File: src/rtl/irq_conc_pkg.sv
package irq_conc_pkg;
  typedef struct packed {
    logic maskWr;
    logic selVec;
    logic selMask;
  } regStrobe_t;
endpackage

File: src/rtl/irq_conc_ctrl.sv
module irq_conc_ctrl
  import irq_conc_pkg::*;
#(
  parameter int ADDR_W   = 12,
  parameter int VEC_OFS  = 0,
  parameter int MASK_OFS = 2
) (
  input  logic [ADDR_W-1:0] busAddr,
  input  logic              busWrEn,
  output regStrobe_t        strobe
);
  localparam logic [ADDR_W-1:0] VecAddr  = ADDR_W'(VEC_OFS);
  localparam logic [ADDR_W-1:0] MaskAddr = ADDR_W'(MASK_OFS);

  always_comb begin
    strobe.selVec  = (busAddr == VecAddr);
    strobe.selMask = (busAddr == MaskAddr);
    strobe.maskWr  = busWrEn && (busAddr == MaskAddr);
  end
endmodule

File: src/rtl/irq_conc_dp.sv
module irq_conc_dp
  import irq_conc_pkg::*;
#(
  parameter int                  NUM_SRC  = 16,
  parameter int                  DATA_W   = 16,
  parameter logic [NUM_SRC-1:0]  MASK_RST = NUM_SRC'(16'h0010)
) (
  input  logic               clk,
  input  logic               rstN,
  input  logic [NUM_SRC-1:0] irqIn,
  input  logic [DATA_W-1:0]  busWrData,
  input  regStrobe_t         strobe,
  output logic [DATA_W-1:0]  busRdData,
  output logic               irqOut
);
  logic [NUM_SRC-1:0] pendReg;
  logic [NUM_SRC-1:0] maskReg;
  logic [NUM_SRC-1:0] active;
  logic [DATA_W-1:0]  vecCode;
  logic               warm;

  function automatic logic [DATA_W-1:0] encVec(input logic [NUM_SRC-1:0] p);
    logic [DATA_W-1:0] v;
    v = '0;
    for (int i = NUM_SRC - 1; i >= 0; i--) begin
      if (p[i]) v = DATA_W'((i + 1) << 2);
    end
    return v;
  endfunction

  always_ff @(posedge clk or negedge rstN) begin
    if (!rstN) begin
      pendReg <= '0;
      maskReg <= MASK_RST;
      warm    <= 1'b0;
    end else begin
      pendReg <= irqIn;
      warm    <= 1'b1;
      if (strobe.maskWr) maskReg <= busWrData[NUM_SRC-1:0];
    end
  end

  always_comb begin
    active  = pendReg & maskReg;
    irqOut  = |active;
    vecCode = encVec(active);
    if (strobe.selVec)       busRdData = vecCode;
    else if (strobe.selMask) busRdData = DATA_W'(maskReg);
    else                     busRdData = '0;
  end

  // pending bits follow the sampled request levels
  a_r1_pend_follows: assert property (@(posedge clk) disable iff (!rstN)
    warm |-> pendReg == $past(irqIn));
  // a mask write stores the written data
  a_r5_mask_store: assert property (@(posedge clk) disable iff (!rstN)
    strobe.maskWr |=> maskReg == $past(busWrData[NUM_SRC-1:0]));
  // the mask only changes on a mask write
  a_r6_mask_hold: assert property (@(posedge clk) disable iff (!rstN)
    !strobe.maskWr |=> $stable(maskReg));
  // the vector is nonzero exactly when the combined line is high
  a_r3_vec_vs_irq: assert property (@(posedge clk) disable iff (!rstN)
    strobe.selVec |-> ((busRdData != '0) == irqOut));
  // vector codes keep the two low bits clear
  a_r3_vec_align: assert property (@(posedge clk) disable iff (!rstN)
    strobe.selVec |-> busRdData[1:0] == 2'b00);
  // nothing enabled can be pending right after reset
  a_r7_quiet_start: assert property (@(posedge clk) disable iff (!rstN)
    !warm |-> !irqOut);
endmodule

File: src/rtl/irq_concentrator.sv
module irq_concentrator
  import irq_conc_pkg::*;
#(
  parameter int NUM_SRC = 16,
  parameter int DATA_W  = 16,
  parameter int ADDR_W  = 12
) (
  input  logic               clk,
  input  logic               rstN,
  input  logic [NUM_SRC-1:0] irqIn,
  input  logic [ADDR_W-1:0]  busAddr,
  input  logic               busWrEn,
  input  logic [DATA_W-1:0]  busWrData,
  output logic [DATA_W-1:0]  busRdData,
  output logic               irqOut
);
  regStrobe_t strobe;

  irq_conc_ctrl #(.ADDR_W(ADDR_W), .VEC_OFS(0), .MASK_OFS(2)) uCtrl (
    .busAddr (busAddr),
    .busWrEn (busWrEn),
    .strobe  (strobe)
  );

  irq_conc_dp #(.NUM_SRC(NUM_SRC), .DATA_W(DATA_W),
                .MASK_RST(NUM_SRC'(16'h0010))) uDp (
    .clk       (clk),
    .rstN      (rstN),
    .irqIn     (irqIn),
    .busWrData (busWrData),
    .strobe    (strobe),
    .busRdData (busRdData),
    .irqOut    (irqOut)
  );

  // unknown offsets read as zero
  a_r8_unknown_zero: assert property (@(posedge clk) disable iff (!rstN)
    (busAddr != 12'h000 && busAddr != 12'h002) |-> busRdData == '0);
endmodule

File: config.mk
export PLATFORM = sky130hd
export DESIGN_NAME = irq_concentrator
export DESIGN_NICKNAME = d
export VERILOG_FILES = /design/src/rtl/irq_conc_pkg.sv /design/src/rtl/irq_conc_ctrl.sv /design/src/rtl/irq_conc_dp.sv /design/src/rtl/irq_concentrator.sv
export SDC_FILE = /design/constraint.sdc
export NUM_CORES = 1
export LEC_CHECK = 0
export ABC_AREA = 1
export BUFFER_PORTS_ARGS = -buffer_cell sky130_fd_sc_hd__clkbuf_2
export CAP_MARGIN = 20
export CORE_MARGIN = 5
export CORE_UTILIZATION = 40
export CTS_BUF_LIST = sky130_fd_sc_hd__clkbuf_8
export CTS_CLUSTER_SIZE = 8
export DETAILED_ROUTE_END_ITERATION = 10
export PLACE_DENSITY = 0.69
export SLEW_MARGIN = 40
export SYNTH_ARGS = -nofsm -noshare
export SYNTH_HDL_FRONTEND = slang
export SYNTH_SLANG_ARGS = --single-unit
export TNS_END_PERCENT = 100
File: constraint.sdc
create_clock -name clk -period 3 [get_ports clk]
set_input_delay 0.9 -clock clk [delete_from_list [all_inputs] [get_ports clk]]
set_output_delay 0.9 -clock clk [all_outputs]
set_load 0.02 [all_outputs]
==> out/results.tsv <==
metric	value	unit
power	902.2	uW
drtPass1Iterations	4	
ys_ff_latch	32	
insertion_delay	0.27	ns
cts-root-buf	clkbuf_8	
cts_buffers	5	
vias	1252	
peakVddDrop	299.8	uV
p_leak	1.156	nW
crit_arrival	2.11	ns
die_w	70.63	um
fp.dieH	70.63	um
drc	0	
final_common_cell	clkbuf_2	
start_util	0.4077	
drive_above_1_share	0.4474	
syn_area	1470	sq um
finalCritPeriodShare	1.002	
status	finished with violations	
antenna_cells	0	
finalMaxSlewViolations	0	
grtUsageTotal	0.1366	
clkTransAtPathRegs	0.06	ns
finalNonFillerCells	276	
dp_cells	267	
dieArea	4988	sq um
netlist_instances	158	
overflow	0	
failed_checks	setup timing	
place_worst_setup_slack	-0.07019	ns
ant_nets	0	
portBuffers	63	
drt_wl_total	3189	um
max-clock-path-buffers	2	
core_area	3606	sq um
dp_hpwl	2548	um
grt_pass1_wl	5402	um
worst_hold_path_type	reg -> reg	
synth-simple-area-share	0.2468	
areaGrowthSynthToFinish	34.21	%
synth_top_family_by_area	simple AND/OR/NAND/NOR gates	
slew_headroom	0.7133	
max_freq	0.3328	GHz
crit_type	in -> out	
syn_area_per_cell	9.305	sq um
io_pins	64	
nNetsFinal	274	
reg2regPathDepth	1	
place_area	1839	sq um
finalWorstSetupSlack	-0.005135	ns
synthMuxAreaShare	0.05106	
grt_setup_unrepaired	true	
tightest_slew	0.4300	ns
fin_area	1973	sq um
routedWlPerCell	11.55	um
fin_crit	3.005	ns
setup_viol	1	
clkSinkCount	32	
synth-compound-area-share	0.09957	
synth_nets	205	
cts_hold_buf	0	
mostFrequentLayoutCells	clkbuf_2 (59), nand2_1 (45), dfrtp_1 (31)	
rows	22	
place_congestion	0.7514	
synth_fa_ha_area_frac	0	
grt_antenna_before_repair	0	
cap_violations	0	
synth_seq_area_share	0.5455	
synth_cell_types	25	
grt_pass1_vias	1294	
hold_violations	0	
cts_tree	yes	
crit_required	2.10	ns
drt-vias-per-instance	4.536	
drtIter0Drc	22	
crit_path_start_kind	input port	
final_core_utilization	0.5472	
fillers	359	
cp_max_fo	2	
hold_depth	2	
yosysWarnings	0	
htreeDepth	2	
power_density	457.2	nW/um^2
synthXorXnorAreaFrac	0	
grt_max_degree	33	
fin_worst_skew	0	ns
end_kind	output pin	
-- cells in the mapped netlist (all sizes together) --
master	count	area share
nand2	49	0.13
dfrtp	31	0.53
nor2	30	0.083
inv	14	0.036
a21oi	12	0.069
mux2	5	0.051
nor4	3	0.013
buf	2	0.015
o21ai	2	0.0068
o31ai	2	0.014
a22o	1	0.0060
a31oi	1	0.0043
and2	1	0.0043
clkbuf	1	0.0026
clkinv	1	0.0034
dfstp	1	0.018
nand4	1	0.0043
nor4b	1	0.010
-- sequential cells by signal, summed over array words and instances (netlist names) --
register,flops
uDp.maskReg,16
uDp.pendReg,16
-- where the power goes --
group | internal [mW] | switching [mW] | leakage [nW]
sequential | 0.443 | 0.00327 | 0.349
combinational | 0.0300 | 0.0316 | 0.753
clock | 0.245 | 0.149 | 0.0541
-- cells by family after synthesis --
family                 count (synthesis)
AND/OR/NAND/NOR                       85
flip-flops                            32
AO/OA/AOI/OAI                         18
buffers and inverters                 18
multiplexers                           5
-- final timing paths --
check,start,end,slack [ns]
max,busAddr[9],busRdData[6],-0.005
min,uDp.maskReg[10],uDp.maskReg[10],0.54
max reg2reg,uDp.maskReg[6],uDp.maskReg[6],2.21
min reg2reg,uDp.maskReg[10],uDp.maskReg[10],0.54
max in group asynchronous,rstN,uDp.maskReg[4],2.12
min in group asynchronous,rstN,uDp.maskReg[3],0.55
-- per-stage QoR --
stage / setup TNS (ns) / hold slack, ns
floorplan: 0 / 0.5042
global placement: -0.06166 / 0.5260
detailed placement: -0.07019 / 0.5289
CTS: -0.04272 / 0.5444
global route: -0.1074 / 0.5571
finish: -0.005135 / 0.5407
-- critical path, cell delays in order --
cell and delay [ns]:
clkbuf_2 0.08, nor4_1 0.24, and2_1 0.18, nand2_1 0.06, inv_2 0.06, nand2_2 0.06
nor2_4 0.10, nand2_2 0.07, o31ai_2 0.18, buf_4 0.17
-- area by class of cell --
cell class	instances	area, sq um	area share
clock buffer	5	68.82	0.03488
clock inverter	3	42.54	0.02156
inverter	15	57.56	0.02917
multi-input combinational	108	594.3	0.3012
sequential	32	802.0	0.4065
tap	48	60.06	0.03044
timing repair buffer	65	347.8	0.1763
-- layer usage --
metal / vias up / wire, um / track usage
li1: 634 / - / -
met1: 573 / 1374 / 0.1712
met2: 43 / 1572 / 0.2204
met3: 2 / 230 / 0.05540
met4: 0 / 12 / 0.03549
met5: - / 0 / 0
-- what timing repair did --
action / 4_1_cts / 5_1_grt
pin swaps: 1 / 0
setup endpoints to repair: 1 / 3
gates resized for setup: 2 / 5
gates cloned: 0 / 0
buffers inserted: 1 / 0
Note: power is estimated with default switching activity, not from simulation.
